**config.mk**
```make
export PLATFORM = sky130hd
export DESIGN_NAME = cpu_reg_file
export DESIGN_NICKNAME = d
export VERILOG_FILES = /design/src/rtl/cpu_reg_pkg.sv /design/src/rtl/reg_wr_ctrl.sv /design/src/rtl/reg_store.sv /design/src/rtl/cpu_reg_file.sv
export SDC_FILE = /design/constraint.sdc
export NUM_CORES = 1
export LEC_CHECK = 0
export BUFFER_PORTS_ARGS = -buffer_cell sky130_fd_sc_hd__buf_2
export CAP_MARGIN = 10
export CORE_AREA = 2 2 248 250
export CTS_CLUSTER_DIAMETER = 150
export DETAILED_ROUTE_END_ITERATION = 8
export DIE_AREA = 0 0 250 252
export PLACE_DENSITY = 0.45
export SETUP_SLACK_MARGIN = 0.5
export SKIP_CTS_REPAIR_TIMING = 1
export SLEW_MARGIN = 20
export SYNTH_ARGS = -nofsm -noshare
export SYNTH_HDL_FRONTEND = slang
export SYNTH_SLANG_ARGS = --single-unit
```
**constraint.sdc**
```tcl
create_clock -name clk -period 2.7 [get_ports clk]
set_clock_uncertainty 0.05 [all_clocks]
set_input_delay 0.54 -clock clk [delete_from_list [all_inputs] [get_ports clk]]
set_output_delay 0.54 -clock clk [all_outputs]
set_load 0.01 [all_outputs]
```
**src/rtl/cpu_reg_pkg.sv**
```systemverilog
package cpu_reg_pkg;
  localparam int DATA_W      = 16;
  localparam int LONG_W      = 2 * DATA_W;
  localparam int ADDR_W      = 20;
  localparam int NUM_BANKS   = 2;
  localparam int BANKED_REGS = 7;
  localparam int SEL_W       = 4;
  localparam int SIZE_W      = 2;
  localparam int FLAG_BITS   = 8;
  localparam int IPL_W       = 3;
  localparam int IPL_LSB     = 12;

  localparam int FLAG_D = 1;
  localparam int FLAG_B = 4;
  localparam int FLAG_U = 7;
  localparam logic [DATA_W-1:0] FLAG_KEEP = 16'h70FF;

  localparam logic [SIZE_W-1:0] SZ_BYTE = 2'd0;
  localparam logic [SIZE_W-1:0] SZ_WORD = 2'd1;
  localparam logic [SIZE_W-1:0] SZ_LONG = 2'd2;

  localparam logic [SEL_W-1:0] SEL_R0   = 4'd0;
  localparam logic [SEL_W-1:0] SEL_R1   = 4'd1;
  localparam logic [SEL_W-1:0] SEL_R2   = 4'd2;
  localparam logic [SEL_W-1:0] SEL_R3   = 4'd3;
  localparam logic [SEL_W-1:0] SEL_A0   = 4'd4;
  localparam logic [SEL_W-1:0] SEL_A1   = 4'd5;
  localparam logic [SEL_W-1:0] SEL_FB   = 4'd6;
  localparam logic [SEL_W-1:0] SEL_SB   = 4'd7;
  localparam logic [SEL_W-1:0] SEL_ISP  = 4'd8;
  localparam logic [SEL_W-1:0] SEL_USP  = 4'd9;
  localparam logic [SEL_W-1:0] SEL_FLG  = 4'd10;
  localparam logic [SEL_W-1:0] SEL_PC   = 4'd11;
  localparam logic [SEL_W-1:0] SEL_INTB = 4'd12;

  typedef struct packed {
    logic [BANKED_REGS-1:0] loWe;
    logic [BANKED_REGS-1:0] hiWe;
    logic [BANKED_REGS-1:0] useHi;
    logic                   sbWe;
    logic                   ispWe;
    logic                   uspWe;
    logic                   flgWe;
    logic                   pcWe;
    logic                   intbWe;
    logic [DATA_W-1:0]      laneLo;
    logic [DATA_W-1:0]      laneHi;
    logic [ADDR_W-1:0]      wide;
  } wrStrobe_t;
endpackage

```
**src/rtl/reg_wr_ctrl.sv**
```systemverilog
module reg_wr_ctrl
  import cpu_reg_pkg::*;
(
  input  logic              wrEn,
  input  logic [SEL_W-1:0]  wrSel,
  input  logic [SIZE_W-1:0] wrSize,
  input  logic [LONG_W-1:0] wrData,
  output wrStrobe_t         strb
);
  always_comb begin
    strb        = '0;
    strb.laneLo = (wrSize == SZ_BYTE) ? {2{wrData[7:0]}} : wrData[DATA_W-1:0];
    strb.laneHi = wrData[LONG_W-1:DATA_W];
    strb.wide   = wrData[ADDR_W-1:0];
    if (wrEn) begin
      case (wrSize)
        SZ_BYTE: begin
          if (wrSel <= SEL_R3) begin
            if (wrSel[0]) strb.hiWe[{2'b00, wrSel[1]}] = 1'b1;
            else          strb.loWe[{2'b00, wrSel[1]}] = 1'b1;
          end
        end
        SZ_WORD: begin
          if (wrSel <= SEL_FB) begin
            strb.loWe[wrSel[2:0]] = 1'b1;
            strb.hiWe[wrSel[2:0]] = 1'b1;
          end
          strb.sbWe  = (wrSel == SEL_SB);
          strb.ispWe = (wrSel == SEL_ISP);
          strb.uspWe = (wrSel == SEL_USP);
          strb.flgWe = (wrSel == SEL_FLG);
        end
        SZ_LONG: begin
          case (wrSel)
            SEL_R0: begin
              strb.loWe[0] = 1'b1; strb.hiWe[0] = 1'b1;
              strb.loWe[2] = 1'b1; strb.hiWe[2] = 1'b1; strb.useHi[2] = 1'b1;
            end
            SEL_R1: begin
              strb.loWe[1] = 1'b1; strb.hiWe[1] = 1'b1;
              strb.loWe[3] = 1'b1; strb.hiWe[3] = 1'b1; strb.useHi[3] = 1'b1;
            end
            SEL_A0: begin
              strb.loWe[4] = 1'b1; strb.hiWe[4] = 1'b1;
              strb.loWe[5] = 1'b1; strb.hiWe[5] = 1'b1; strb.useHi[5] = 1'b1;
            end
            SEL_PC:   strb.pcWe   = 1'b1;
            SEL_INTB: strb.intbWe = 1'b1;
            default: ;
          endcase
        end
        default: ;
      endcase
    end
  end
endmodule

```
**src/rtl/reg_store.sv**
```systemverilog
module reg_store
  import cpu_reg_pkg::*;
(
  input  logic                 clk,
  input  logic                 rstN,
  input  wrStrobe_t            strb,
  input  logic [FLAG_BITS-1:0] flagMask,
  input  logic [FLAG_BITS-1:0] flagVal,
  input  logic                 iplLoad,
  input  logic [IPL_W-1:0]     iplVal,
  input  logic                 intAck,
  input  logic [SEL_W-1:0]     rdSel,
  input  logic [SIZE_W-1:0]    rdSize,
  output logic [LONG_W-1:0]    rdData,
  output logic [DATA_W-1:0]    flagsOut,
  output logic [DATA_W-1:0]    stackPtr
);
  logic [DATA_W-1:0] bankReg [NUM_BANKS][BANKED_REGS];
  logic [DATA_W-1:0] sbReg, ispReg, uspReg, flgReg, flgNext;
  logic [ADDR_W-1:0] pcReg, intbReg;
  logic              bankSel;

  assign bankSel = flgReg[FLAG_B];

  for (genvar b = 0; b < NUM_BANKS; b++) begin : g_bank
    for (genvar r = 0; r < BANKED_REGS; r++) begin : g_reg
      logic [DATA_W-1:0] src;
      logic              hit;
      assign src = strb.useHi[r] ? strb.laneHi : strb.laneLo;
      assign hit = (bankSel == 1'(b));
      always_ff @(posedge clk or negedge rstN) begin
        if (!rstN) begin
          bankReg[b][r] <= '0;
        end else if (hit) begin
          if (strb.loWe[r]) bankReg[b][r][7:0]        <= src[7:0];
          if (strb.hiWe[r]) bankReg[b][r][DATA_W-1:8] <= src[DATA_W-1:8];
        end
      end
    end
  end

  always_comb begin
    flgNext = flgReg;
    if (strb.flgWe) flgNext = strb.laneLo & FLAG_KEEP;
    for (int k = 0; k < FLAG_BITS; k++)
      if (flagMask[k]) flgNext[k] = flagVal[k];
    if (iplLoad) flgNext[IPL_LSB +: IPL_W] = iplVal;
    if (intAck)  flgNext[FLAG_D] = 1'b0;
  end

  always_ff @(posedge clk or negedge rstN) begin
    if (!rstN) begin
      sbReg <= '0; ispReg <= '0; uspReg <= '0; flgReg <= '0;
      pcReg <= '0; intbReg <= '0;
    end else begin
      if (strb.sbWe)   sbReg   <= strb.laneLo;
      if (strb.ispWe)  ispReg  <= strb.laneLo;
      if (strb.uspWe)  uspReg  <= strb.laneLo;
      if (strb.pcWe)   pcReg   <= strb.wide;
      if (strb.intbWe) intbReg <= strb.wide;
      flgReg <= flgNext;
    end
  end

  always_comb begin
    rdData = '0;
    case (rdSize)
      SZ_BYTE: begin
        if (rdSel <= SEL_R3) begin
          if (rdSel[0]) rdData[7:0] = bankReg[bankSel][{2'b00, rdSel[1]}][DATA_W-1:8];
          else          rdData[7:0] = bankReg[bankSel][{2'b00, rdSel[1]}][7:0];
        end
      end
      SZ_WORD: begin
        if (rdSel <= SEL_FB) rdData[DATA_W-1:0] = bankReg[bankSel][rdSel[2:0]];
        else if (rdSel == SEL_SB)  rdData[DATA_W-1:0] = sbReg;
        else if (rdSel == SEL_ISP) rdData[DATA_W-1:0] = ispReg;
        else if (rdSel == SEL_USP) rdData[DATA_W-1:0] = uspReg;
        else if (rdSel == SEL_FLG) rdData[DATA_W-1:0] = flgReg;
      end
      SZ_LONG: begin
        case (rdSel)
          SEL_R0:   rdData = {bankReg[bankSel][2], bankReg[bankSel][0]};
          SEL_R1:   rdData = {bankReg[bankSel][3], bankReg[bankSel][1]};
          SEL_A0:   rdData = {bankReg[bankSel][5], bankReg[bankSel][4]};
          SEL_PC:   rdData[ADDR_W-1:0] = pcReg;
          SEL_INTB: rdData[ADDR_W-1:0] = intbReg;
          default: ;
        endcase
      end
      default: ;
    endcase
  end

  assign flagsOut = flgReg;
  assign stackPtr = flgReg[FLAG_U] ? uspReg : ispReg;
endmodule

```
**src/rtl/cpu_reg_file.sv**
```systemverilog
module cpu_reg_file
  import cpu_reg_pkg::*;
(
  input  logic                 clk,
  input  logic                 rstN,
  input  logic [SEL_W-1:0]     rdSel,
  input  logic [SIZE_W-1:0]    rdSize,
  output logic [LONG_W-1:0]    rdData,
  input  logic                 wrEn,
  input  logic [SEL_W-1:0]     wrSel,
  input  logic [SIZE_W-1:0]    wrSize,
  input  logic [LONG_W-1:0]    wrData,
  input  logic [FLAG_BITS-1:0] flagMask,
  input  logic [FLAG_BITS-1:0] flagVal,
  input  logic                 iplLoad,
  input  logic [IPL_W-1:0]     iplVal,
  input  logic                 intAck,
  output logic [DATA_W-1:0]    flagsOut,
  output logic [DATA_W-1:0]    stackPtr
);
  wrStrobe_t strb;

  reg_wr_ctrl u_ctrl (
    .wrEn   (wrEn),
    .wrSel  (wrSel),
    .wrSize (wrSize),
    .wrData (wrData),
    .strb   (strb)
  );

  reg_store u_store (
    .clk      (clk),
    .rstN     (rstN),
    .strb     (strb),
    .flagMask (flagMask),
    .flagVal  (flagVal),
    .iplLoad  (iplLoad),
    .iplVal   (iplVal),
    .intAck   (intAck),
    .rdSel    (rdSel),
    .rdSize   (rdSize),
    .rdData   (rdData),
    .flagsOut (flagsOut),
    .stackPtr (stackPtr)
  );
endmodule

```
After elaboration in Yosys (flattened, before gate mapping)
Index checks and enable logic that the tools add are counted.
{"block": "totals", "word_cells": 183, "reg_bits": 323}
{"block": "op_classes", "n_reduce_logical": 43, "n_mux": 63, "order_cmp": 11, "bitwise": 4, "n_eq_ne": 20}
{"cell": "$mux W112", "n": 3}
{"cell": "$mux W16", "n": 14}
{"cell": "$pmux W20 S5", "n": 1}
{"cell": "$bmux W16 S3", "n": 2}
{"cell": "$reduce_and A2 Y1", "n": 28}
{"cell": "$mux W14", "n": 3}
{"cell": "$eq A4 B4 Y1 const B", "n": 10}
{"cell": "$pmux W12 S3", "n": 1}
{"cell": "$pmux W6 S3", "n": 2}
{"cell": "$mux W15", "n": 2}
{"cell": "$pmux W8 S3", "n": 1}
{"cell": "$mux W1", "n": 18}
{"cell": "$eq A4 B3 Y1 const B", "n": 4}
{"cell": "$mux W8", "n": 2}
{"cell": "$pmux W8 S2", "n": 1}
{"cell": "$reduce_bool A2 Y1", "n": 8}
{"cell": "$mux W2", "n": 6}
{"cell": "$eq A4 B1 Y1 const B", "n": 2}
{"cell": "$ge A4 B4 Y1 const B", "n": 2}
{"cell": "$le A4 B2 Y1 const B", "n": 2}
{"cell": "$le A4 B3 Y1 const B", "n": 2}
{"cell": "$logic_not A4 Y1", "n": 2}
{"cell": "$mux W6", "n": 1}
{"cell": "$eq A2 B1 Y1 const B", "n": 2}
{"cell": "18 further kinds", "n": 22}

Longest topological paths before layout
Gate-level depths: netlist of the first run.
{"block": "logic_depth", "depth_word": 10, "ltp_mapped": 9}

Hierarchy
A second synthesis of the first run with hierarchy kept.
{"block": "hier_totals", "cells_unflattened": 1781, "area_unflattened_um2": 18416.4}
{"mod": "reg_store", "instances": 1, "area_each_um2": 17563.1, "cells_each": 1672}
{"mod": "reg_wr_ctrl", "instances": 1, "area_each_um2": 853.3, "cells_each": 109}

Least setup slack after synthesis of the first run
OpenSTA, ideal clock, no wires.
{"block": "synth_path", "path_type": "input port to output port", "start": "in rdSel[0]", "end": "out rdData[0]", "t_arrival_ns": 2.037, "slack_ns": 0.073, "t_required_ns": 2.110, "path_stages": 7, "cell_sequence": "buf_2 -> buf_2 -> clkbuf_1 -> mux4_2 -> nand2_1 -> a21oi_1 -> a311o_1"}
{"block": "synth_via", "elab_chain_cells": 7, "word_cells_on_any_way": 24, "cone_classes": "2 x order compare; 8 x eq/ne; 12 x mux; 1 x bitwise; 1 x reduce/logical"}
{"item": "from (decl)", "line": "cpu_reg_file.sv:6", "source": "input logic [SEL_W-1:0] rdSel,"}
{"item": "$eq A4 B4 Y1", "line": "reg_store.sv:79", "source": "else if (rdSel == SEL_FLG) rdData[DATA_W-1:0] = flgReg;"}
{"item": "$mux W15", "line": "reg_store.sv:79"}
{"item": "$mux W16", "line": "reg_store.sv:78", "source": "else if (rdSel == SEL_USP) rdData[DATA_W-1:0] = uspReg;"}
{"item": "$mux W16", "line": "reg_store.sv:77", "source": "else if (rdSel == SEL_ISP) rdData[DATA_W-1:0] = ispReg;"}
{"item": "$mux W16", "line": "reg_store.sv:76", "source": "else if (rdSel == SEL_SB) rdData[DATA_W-1:0] = sbReg;"}
{"item": "$mux W16", "line": "reg_store.sv:75", "source": "if (rdSel <= SEL_FB) rdData[DATA_W-1:0] = bankReg[bankSel][rdSel[2:0]];"}
{"item": "$pmux W8 S3 (*)", "line": "reg_store.sv:67", "source": "case (rdSize)"}
{"item": "to (decl)", "line": "cpu_reg_file.sv:8", "source": "output logic [LONG_W-1:0] rdData,"}
Mark *: on every way between the ends. The rest lies on a longest branch, timed or not. The select of a mux whose other input is x is not followed.

Worst setup path in the final report of the first run
{"block": "layout_path", "start": "reg u_store.flgReg[4] (netlist: u_store.flagsOut[4])", "end": "out rdData[4]"}
{"block": "layout_via", "elab_chain_cells": 10, "word_cells_on_any_way": 19, "cone_classes": "18 x mux; 1 x bitwise"}
{"item": "from (decl)", "line": "reg_store.sv:19", "source": "logic [DATA_W-1:0] sbReg, ispReg, uspReg, flgReg, flgNext;"}
{"item": "from (signal assigned)", "line": "reg_store.sv:61", "source": "flgReg <= flgNext;"}
{"item": "$not A1 Y2 (implied by the code)"}
{"item": "$mux W112 (implied by the code) (3 in series)"}
{"item": "$bmux W16 S3", "line": "reg_store.sv:70, reg_store.sv:71"}
{"item": "$mux W16 (implied by the code) (2 in series)", "line": "reg_store.sv:70", "source": "if (rdSel[0]) rdData[7:0] = bankReg[bankSel][{2'b00, rdSel[1]}][DATA_W-1:8];"}
{"item": "$mux W8", "line": "reg_store.sv:70"}
{"item": "$mux W8", "line": "reg_store.sv:69", "source": "if (rdSel <= SEL_R3) begin"}
{"item": "$pmux W8 S3 (*)", "line": "reg_store.sv:67"}
Marks and branches as above.

==> impl_metrics.env, run 1 <==
export IMPL_synth_largest_area_cell="dfrtp_1"
export IMPL_cp_buffers_inverters=4
export IMPL_grt_total_usage_pct=21.0
export IMPL_pwr_share_clk_pct=37.3
export IMPL_maxSlewHeadroom_pct=34.8
export IMPL_status="finished, violations left"
export IMPL_grtUsageMet2_pct=31.9
export IMPL_die_w_um=250
export IMPL_drtPass1Iterations=5
export IMPL_n_antenna_cell=0
export IMPL_async_flop_share_pct=100
export IMPL_combPwrFrac_pct=21.3
export IMPL_yosysSeqAreaShare_pct=45.2
export IMPL_crit_top_cell="buf_6"
export IMPL_rsz0062_at_grt="true"
export IMPL_timing_reg2reg_setup_slack_ns=0.26
export IMPL_final_nets=1934
export IMPL_critPathMaxFanout=7
export IMPL_fin_ws_ns=-0.684
export IMPL_cap_violations=0
export IMPL_drv_slew=0
export IMPL_grt_max_degree=76
export IMPL_max_stage_delay_ns=0.55
export IMPL_use_met1_pct=29.8
export IMPL_via_count=14300
export IMPL_rows=90
export IMPL_cp_num_cells=8
export IMPL_io_pins=132
export IMPL_crit_path_end_kind="output port"
export IMPL_place_inst=2566
export IMPL_grt_most_used_layer="met2"
export IMPL_vias_per_cell=5.34
export IMPL_whs_ns=0.0723
export IMPL_crit_family="buffers and inverters"
export IMPL_gp_routability_congestion=0.875
export IMPL_r2r_cells=12
export IMPL_internal_power_uw=10800
export IMPL_synth_seq_cells=323
export IMPL_coreArea_mm2=0.0601
export IMPL_dp_hpwl_mm=49.1
export IMPL_drive_above_1_share_pct=42.7
export IMPL_clock_sinks=323
export IMPL_synthesis_area_mm2=0.0179
export IMPL_numPortBuffers=126
export IMPL_multi_input_area_mm2=0.00975
export IMPL_p_sw_uw=4470
export IMPL_power_uw=15200
export IMPL_startpoint_type="flip-flop"
export IMPL_cp_endpoint="rdData[4]"
export IMPL_worstSetupPathType="flip-flop to output port"
export IMPL_hold_viol=0
export IMPL_cts_max_level=2
export IMPL_ys_top_cells_by_area="dfrtp_1 (45%), mux2_2 (14%), mux2i_1 (7.8%), mux4_2 (7.0%), o21ai_0 (5.1%)"
export IMPL_crit_slowest_cell="dfrtp_4"
export IMPL_hold_class="input port to flip-flop"
export IMPL_cp_cell_sequence="buf_12 > buf_6 > buf_6 > mux2_4 > mux2i_2 > o211ai_1 > a311o_1 > buf_2"
export IMPL_ant_nets=0
export IMPL_ys_types=71
export IMPL_setup_viol_count_final=32
export IMPL_grt_ovfl_total=0
export IMPL_tritoncts="yes"
export IMPL_worst_pin_slew_ns=0.976
export IMPL_power_leakage_uw=0.0107
export IMPL_drcViolationCount=0
export IMPL_p_sw_share_pct=29.3
export IMPL_synth_edf_count=0
export IMPL_ys_flop_type="dfrtp_1"
export IMPL_critPathLaunch="u_store.flagsOut[4]"
export IMPL_wirelength_mm=68.5
export IMPL_period_share_pct=125
export IMPL_wl_per_cell_um=25.6
export IMPL_clock_latency_ns=0.56
export IMPL_rr_endpoint="u_store.bankReg[218]"
export IMPL_seq_power_share_pct=41.4
export IMPL_grt_pass1_wl_mm=97.6
export IMPL_area_growth_pct=30.7
export IMPL_die_h_um=252
export IMPL_finalSetupTns_ns=-11.81
export IMPL_violations="setup timing"
export IMPL_die_area_mm2=0.0630
export IMPL_yosysTopAreaCellShare_pct=45.2
export IMPL_grt_pass1_vias=14300
export IMPL_drt_initial_drc_count=1007
export IMPL_place_area_mm2=0.0208
export IMPL_clk_path_buf_depth=3
export IMPL_max_freq_mhz=296
export IMPL_nFillCells=5867
export IMPL_seq_area_mm2=0.00809
export IMPL_peakVddDrop_mv=0.377
export IMPL_ys_warn_count=0
export IMPL_numCtsBuffers=41
export IMPL_syn_area_per_cell_um2=11.1
export IMPL_post_route_min_period_ns=3.38
export IMPL_final_cells=2674
export IMPL_clk_pin_slew_ns=0.06
export IMPL_design_area_mm2=0.0234
export IMPL_initial_core_util_pct=29.8
export IMPL_synth_cells=1608
export IMPL_powerDensity_mw_per_mm2=652
export IMPL_cts_root_buf="clkbuf_16"
export IMPL_worstPathRequired_ns=2.11
export IMPL_use_met3_pct=4.01
export IMPL_r2r_start="u_store.flagsOut[4]"
export IMPL_antenna_found_initial=1
export IMPL_critical_path_arrival_ns=2.79
## synth_stat cells, types with 4 or more instances
master     number
dfrtp_1       323
mux2_2        221
nand2_1       211
o21ai_0       183
mux2i_1       139
clkbuf_1       67
mux4_2         56
a21oi_1        49
buf_2          49
nor2_1         39
a22oi_1        26
o22ai_1        24
o211ai_1       19
inv_1          16
buf_4          11
nor2b_1        11
a221oi_1       10
nand3_1        10
a311o_1         9
buf_1           9
o221ai_1        9
o2bb2ai_1       9
a211oi_1        8
a31oi_1         7
buf_6           6
and3b_1         5
o2111ai_1       5
ha_1            4
o22a_1          4
## cell type report
class | count | area share [%]
Sequential cell | 323 | 34.6
Tap cell | 782 | 4.18
Timing Repair Buffer | 349 | 13.3
Clock inverter | 16 | 0.808
Clock buffer | 57 | 5.13
Multi-Input combinational cell | 1130 | 41.7
Inverter | 17 | 0.273
## placed cells by master (no fill, tap or decap), types with 6 or more instances in the layout
| cell | instances |
|---|---|
| mux2_2 | 192 |
| nand2_2 | 7 |
| buf_12 | 40 |
| a311o_1 | 9 |
| nor2_1 | 37 |
| clkbuf_16 | 47 |
| a31oi_1 | 7 |
| a22oi_1 | 25 |
| a211oi_1 | 6 |
| o211ai_1 | 19 |
| mux2i_1 | 125 |
| o21ai_0 | 152 |
| mux2i_2 | 8 |
| o22ai_1 | 8 |
| nand3_1 | 9 |
| mux4_2 | 56 |
| clkinv_2 | 9 |
| buf_6 | 29 |
| o21ai_2 | 14 |
| mux2_4 | 31 |
| a21oi_1 | 29 |
| o2bb2ai_1 | 9 |
| mux2i_4 | 6 |
| clkbuf_1 | 7 |
| nand2_1 | 203 |
| o21ai_1 | 20 |
| a21oi_2 | 18 |
| a221oi_2 | 9 |
| buf_2 | 107 |
| clkbuf_8 | 9 |
| o221ai_1 | 9 |
| o22ai_2 | 16 |
| inv_1 | 16 |
| buf_4 | 158 |
| buf_8 | 7 |
| dfrtp_1 | 322 |
| nor2b_1 | 9 |
## how the worst min path moves through the flow
| stage | startpoint | end | cells after the start |
|---|---|---|---|
| 3_5_place_dp | u_store.bankReg[143] | u_store.bankReg[143] | 2 |
| 2_1_floorplan | rstN | u_store.bankReg[0] | 0 |
| 4_1_cts | rstN | u_store.flagsOut[1] | 1 |
| 3_3_place_gp | u_store.bankReg[120] | u_store.bankReg[120] | 2 |
| 6_report | intAck | u_store.flagsOut[1] | 2 |
| 5_1_grt | intAck | u_store.flagsOut[1] | 2 |
## routing by layer
layer  vias to the layer above  wire length [um]  part of all wire (%)
met5                         -                 0                     0
met4                         0              2030                   3.0
met3                        98              4010                   5.8
met2                       400             31200                    46
met1                      7329             31300                    46
li1                       6452                 -                     -
## sequential cells by signal, summed over array words and instances (netlist names)
register	flops
u_store.uspReg	16
u_store.intbReg	20
u_store.pcReg	20
u_store.bankReg	224
u_store.flagsOut	11
u_store.sbReg	16
u_store.ispReg	16
## stage by stage
stage / utilization, % / worst slack, ns
2_1_floorplan: - / 0.204
3_3_place_gp: 34.6 / -0.220
3_5_place_dp: 34.6 / -0.238
4_1_cts: 36.9 / -0.863
5_1_grt: 38.9 / -0.735
6_report: 38.9 / -0.684
## power groups by stage
stage | clock [uW] | sequential, uW | combinational [uW]
2_1_floorplan | 0 | 6050 | 1930
3_3_place_gp | 0 | 6320 | 2880
3_5_place_dp | 0 | 6350 | 2930
4_1_cts | 5820 | 6260 | 2940
5_1_grt | 6020 | 6390 | 3520
6_report | 5680 | 6310 | 3250
## logic make-up (layout without fill, tap and decap cells)
group | Yosys count | count (layout) | synth area share, %
other | 1 | 5 | 0.0210
XOR/XNOR | 3 | 3 | 0.147
adder cells (fa/ha/maj) | 4 | 4 | 0.280
AND/OR/NAND/NOR | 314 | 314 | 8.03
buffers and inverters | 159 | 439 | 4.16
multiplexers | 418 | 418 | 28.9
flip-flops | 323 | 323 | 45.2
AO/OA/AOI/OAI | 386 | 386 | 13.3
## worst reg2reg max path: stages, from the launching register on
cell and delay [ns]:
dfrtp_4 0.55, buf_12 0.18, buf_12 0.15, buf_12 0.15, buf_8 0.14, nor4b_4 0.24, buf_4 0.16, buf_4 0.12
o2111ai_4 0.15, buf_12 0.18, buf_6 0.13, nand2_1 0.06, o21ai_0 0.07
No activity file was read; power rests on OpenSTA's default activity.
==> inputs of run 2 (changes only) <==
==> constraint.sdc (replaced) <==
create_clock -name clk -period 3.9 [get_ports clk]
set_clock_uncertainty 0.05 [all_clocks]
set_input_delay 0.78 -clock clk [delete_from_list [all_inputs] [get_ports clk]]
set_output_delay 0.78 -clock clk [all_outputs]
set_load 0.01 [all_outputs]
==> impl_metrics.env, run 2 (synthesized netlist as in run 1, its figures left out) <==
export IMPL_antenna_found_initial=0
export IMPL_grt_most_used_layer="met2"
export IMPL_numCtsBuffers=40
export IMPL_finalSetupTns_ns=0
export IMPL_post_route_min_period_ns=3.63
export IMPL_critPathMaxFanout=5
export IMPL_largest_reg_flops=224
export IMPL_powerDensity_mw_per_mm2=469
export IMPL_combPwrFrac_pct=20.0
export IMPL_use_met1_pct=28.5
export IMPL_via_count=13800
export IMPL_worstPathRequired_ns=3.07
export IMPL_drtPass1Iterations=5
export IMPL_rows=90
export IMPL_postLayoutCoreUtil_pct=35.8
export IMPL_crit_path_end_kind="output port"
export IMPL_internal_power_uw=7100
export IMPL_hold_viol=0
export IMPL_worst_pin_slew_ns=1.10
export IMPL_final_nets=1820
export IMPL_whs_ns=0.158
export IMPL_peakVddDrop_mv=0.227
export IMPL_drcViolationCount=0
export IMPL_drt_initial_drc_count=1173
export IMPL_drive_above_1_share_pct=35.1
export IMPL_grt_total_usage_pct=20.4
export IMPL_setup_viol_count_final=0
export IMPL_coreArea_mm2=0.0601
export IMPL_clock_latency_ns=0.56
export IMPL_design_area_mm2=0.0215
export IMPL_r2r_cells=6
export IMPL_grt_ovfl_total=0
export IMPL_maxSlewHeadroom_pct=26.3
export IMPL_seq_power_share_pct=42.7
export IMPL_startpoint_type="flip-flop"
export IMPL_grt_pass1_wl_mm=95.5
export IMPL_numPortBuffers=126
export IMPL_tritoncts="yes"
export IMPL_layout_common_cells="dfrtp_1 (322), mux2_2 (220), nand2_1 (211), o21ai_0 (182), mux2i_1 (135)"
export IMPL_hold_class="input port to asynchronous set/reset pin"
export IMPL_critical_path_arrival_ns=2.80
export IMPL_n_antenna_cell=0
export IMPL_wl_per_cell_um=25.7
export IMPL_status="completed"
export IMPL_clock_sinks=323
export IMPL_cap_violations=0
export IMPL_die_h_um=252
export IMPL_initial_core_util_pct=29.8
export IMPL_pwr_share_clk_pct=37.2
export IMPL_drv_slew=0
export IMPL_clk_path_buf_depth=3
export IMPL_worstSetupPathType="flip-flop to output port"
export IMPL_die_w_um=250
export IMPL_timing_reg2reg_setup_slack_ns=0.99
export IMPL_cts_max_level=2
export IMPL_gp_routability_congestion=0.863
export IMPL_use_met3_pct=3.53
export IMPL_p_sw_share_pct=29.6
export IMPL_io_pins=132
export IMPL_grtUsageMet2_pct=32.8
export IMPL_period_share_pct=92.9
export IMPL_grt_max_degree=75
export IMPL_largestRegisters="u_store.bankReg: 224 flops, u_store.intbReg: 20 flops, u_store.pcReg: 20 flops"
export IMPL_cp_cell_sequence="clkbuf_16 > mux4_2 > a221oi_2 > o211ai_1 > a311o_1 > buf_2"
export IMPL_grt_pass1_vias=13900
export IMPL_place_area_mm2=0.0197
export IMPL_crit_slowest_cell="mux4_2"
export IMPL_p_sw_uw=2990
export IMPL_max_stage_delay_ns=0.56
export IMPL_cts_root_buf="clkbuf_16"
export IMPL_rsz0062_at_grt="true"
export IMPL_vias_per_cell=5.38
export IMPL_layout_commonest_cell="dfrtp_1"
export IMPL_wirelength_mm=65.8
export IMPL_power_leakage_uw=0.00982
export IMPL_die_area_mm2=0.0630
export IMPL_rr_endpoint="u_store.bankReg[222]"
export IMPL_ant_nets=0
export IMPL_regMostFlops="u_store.bankReg"
export IMPL_dp_hpwl_mm=46.2
export IMPL_r2r_start="u_store.flagsOut[4]"
export IMPL_max_freq_mhz=276
export IMPL_area_growth_pct=20.2
export IMPL_clk_pin_slew_ns=0.06
==> run 2: cell count changes in the layout (fill, tap and decap cells not counted), sizes merged <==
cell,before,now
clkinv,9,6
dlygate4sd3,1,0
clkbuf,63,65
bufinv,4,2
buf,342,230
==> run 2: layout make-up <==
cell class / count / area (um^2)
well taps: 782 / 978
inverters: 17 / 63.8
fillers: 6041 / 38600
multi-input cells: 1130 / 9280
repair buffers: 236 / 1800
clock buffers: 59 / 1180
flip-flops and latches: 323 / 8090
clock inverters: 11 / 114
==> run 2: worst max path at each step <==
stage / start / end / cells past startpoint
global route: u_store.flagsOut[4] / rdData[4] / 6
detailed placement: rdSel[1] / rdData[9] / 7
global placement: rdSel[1] / rdData[7] / 8
floorplan: rdSel[0] / rdData[0] / 7
CTS: u_store.flagsOut[4] / rdData[14] / 7
finish: u_store.flagsOut[4] / rdData[7] / 6
==> run 2: power by group through the flow <==
stage                     clock (uW)  combinational (uW)  sequential, uW
after global placement             0                1860            4340
after global routing            3970                2200            4380
after detailed placement           0                1890            4370
after floorplan                    0                1290            4190
after CTS                       3840                1900            4310
final                           3760                2020            4310
==> run 2: through the flow <==
step	instances	power, uW	worst slack (ns)
after floorplan	1612	5480	0.793
after global placement	2464	6200	0.288
after detailed placement	2464	6260	0.299
after CTS	2534	10000	-0.211
after global routing	2558	10500	0.200
final	2558	10100	0.275
==> run 2: worst max-delay path, delay by kind of cell (launching register included) <==
| kind | cells | cell delay, ns |
|---|---|---|
| mux | 1 | 0.56 |
| buf+inv | 2 | 0.37 |
| flops | 1 | 0.51 |
| compound gates | 3 | 0.79 |
==> run 2: per-layer routing <==
metal	wire, um	vias up
met2	30700	383
met1	30200	7093
met4	1390	0
met3	3510	81
met5	0	-
li1	-	6217
==> inputs of run 3 (changes only) <==
--- a/config.mk
+++ b/config.mk
@@ -11,6 +11,7 @@
 export CTS_CLUSTER_DIAMETER = 150
 export DETAILED_ROUTE_END_ITERATION = 8
 export DIE_AREA = 0 0 250 252
+export MAX_ROUTING_LAYER = met4
 export PLACE_DENSITY = 0.45
 export SETUP_SLACK_MARGIN = 0.5
 export SKIP_CTS_REPAIR_TIMING = 1
==> impl_metrics.env, run 3 (synthesized netlist as in run 1, its figures left out) <==
export IMPL_final_cells=2558
export IMPL_clock_latency_ns=0.56
export IMPL_grt_pass1_wl_mm=95.5
export IMPL_final_nets=1820
export IMPL_die_area_mm2=0.0630
export IMPL_clk_path_buf_depth=3
export IMPL_area_growth_pct=20.2
export IMPL_place_inst=2464
export IMPL_nFillCells=6043
export IMPL_rows=90
export IMPL_grt_total_usage_pct=21.0
export IMPL_numPortBuffers=126
export IMPL_io_pins=132
export IMPL_drcViolationCount=0
export IMPL_ant_nets=0
export IMPL_vias_per_cell=5.42
export IMPL_period_share_pct=93.2
export IMPL_combPwrFrac_pct=20.1
export IMPL_maxSlewHeadroom_pct=26.1
export IMPL_coreArea_mm2=0.0601
export IMPL_dp_hpwl_mm=46.2
export IMPL_grt_ovfl_total=0
export IMPL_wl_per_cell_um=25.8
export IMPL_layout_common_cells="dfrtp_1 (322), mux2_2 (220), nand2_1 (211), o21ai_0 (182), mux2i_1 (135)"
export IMPL_critical_path_arrival_ns=2.81
export IMPL_cts_root_buf="clkbuf_16"
export IMPL_drt_initial_drc_count=1076
export IMPL_post_route_min_period_ns=3.64
export IMPL_rsz0062_at_grt="true"
export IMPL_worstPathRequired_ns=3.07
export IMPL_drv_slew=0
export IMPL_cts_max_level=2
export IMPL_internal_power_uw=7100
export IMPL_gp_routability_congestion=0.877
export IMPL_regMostFlops="u_store.bankReg"
export IMPL_seq_power_share_pct=42.7
export IMPL_die_w_um=250
export IMPL_antenna_found_initial=0
export IMPL_finalSetupTns_ns=0
export IMPL_setup_viol_count_final=0
export IMPL_tritoncts="yes"
export IMPL_wirelength_mm=65.9
export IMPL_numCtsBuffers=40
export IMPL_cap_violations=0
export IMPL_p_sw_share_pct=29.7
export IMPL_clock_sinks=323
export IMPL_worst_pin_slew_ns=1.11
export IMPL_startpoint_type="flip-flop"
export IMPL_crit_path_end_kind="output port"
export IMPL_max_freq_mhz=275
export IMPL_pwr_share_clk_pct=37.3
export IMPL_n_antenna_cell=0
export IMPL_grt_max_degree=75
export IMPL_drive_above_1_share_pct=35.1
export IMPL_initial_core_util_pct=29.8
export IMPL_critPathMaxFanout=18
export IMPL_power_leakage_uw=0.00982
export IMPL_status="completed"
export IMPL_hold_viol=0
export IMPL_post_place_ws_ns=0.299
export IMPL_p_sw_uw=3000
export IMPL_largest_reg_flops=224
export IMPL_via_count=13900
export IMPL_grt_pass1_vias=13900
export IMPL_die_h_um=252
export IMPL_largestRegisters="u_store.bankReg: 224 flops, u_store.intbReg: 20 flops, u_store.pcReg: 20 flops"
export IMPL_hold_class="input port to asynchronous set/reset pin"
export IMPL_peakVddDrop_mv=0.228
export IMPL_layout_commonest_cell="dfrtp_1"
export IMPL_powerDensity_mw_per_mm2=470
export IMPL_worstSetupPathType="flip-flop to output port"
export IMPL_timing_reg2reg_setup_slack_ns=1.01
export IMPL_clk_pin_slew_ns=0.06
export IMPL_drtPass1Iterations=5
export IMPL_fin_ws_ns=0.264
run 3: cell counts in the layout (fill, tap and decap cells not counted):
No cell type changed its count.
run 3: layer usage:
layer  up-vias  wire [um]  GRT usage [%]
met1      7161      30100           28.4
met5         -          0              -
met3        86       3720           3.55
li1       6227          -              -
met4         0       1390           5.34
met2       390      30800           32.9
run 3: layout make-up:
cell class | instances | area (um^2) | area share (%)
Multi-Input combinational cell | 1130 | 9280 | 43.1
Sequential cell | 323 | 8090 | 37.6
Timing Repair Buffer | 236 | 1800 | 8.37
Clock buffer | 59 | 1180 | 5.50
Tap cell | 782 | 978 | 4.55
Clock inverter | 11 | 114 | 0.530
Inverter | 17 | 63.8 | 0.297
run 3: power groups by stage:
stage / registers (uW) / clock network [uW] / logic [uW]
after floorplan: 4190 / 0 / 1290
after global placement: 4340 / 0 / 1860
after detailed placement: 4370 / 0 / 1890
after CTS: 4310 / 3840 / 1900
after global routing: 4380 / 3970 / 2200
final: 4310 / 3760 / 2030
run 3: path summary, 6_finish.rpt:
| kind | startpoint | endpoint | cells past startpoint |
|---|---|---|---|
| setup / recovery | u_store.flagsOut[4] | rdData[11] | 7 |
| hold / removal | rstN | u_store.flagsOut[3] | 1 |
| setup reg to reg | u_store.flagsOut[4] | u_store.bankReg[222] | 6 |
| hold reg to reg | u_store.bankReg[124] | u_store.bankReg[124] | 2 |
| max in group asynchronous | rstN | u_store.bankReg[141] | 2 |
| min in group clk | intAck | u_store.flagsOut[1] | 2 |
run 3: per-stage QoR:
stage | hold WS (ns) | power, uW | instance area [um^2] | utilization (%)
after floorplan | 0.396 | 5480 | 17900 | -
after global placement | 0.410 | 6200 | 19700 | 32.8
after detailed placement | 0.420 | 6260 | 19700 | 32.8
after CTS | 0.159 | 10000 | 21000 | 34.9
after global routing | 0.193 | 10500 | 21500 | 35.8
final | 0.152 | 10100 | 21500 | 35.8
run 3: critical path: stages, from the launching register on:
cell and delay (ns):
dfrtp_4 0.55, buf_16 0.19, buf_12 0.17, mux4_2 0.43, nor2_1 0.06, o31a_1 0.27, o22ai_1 0.34, buf_2 0.21
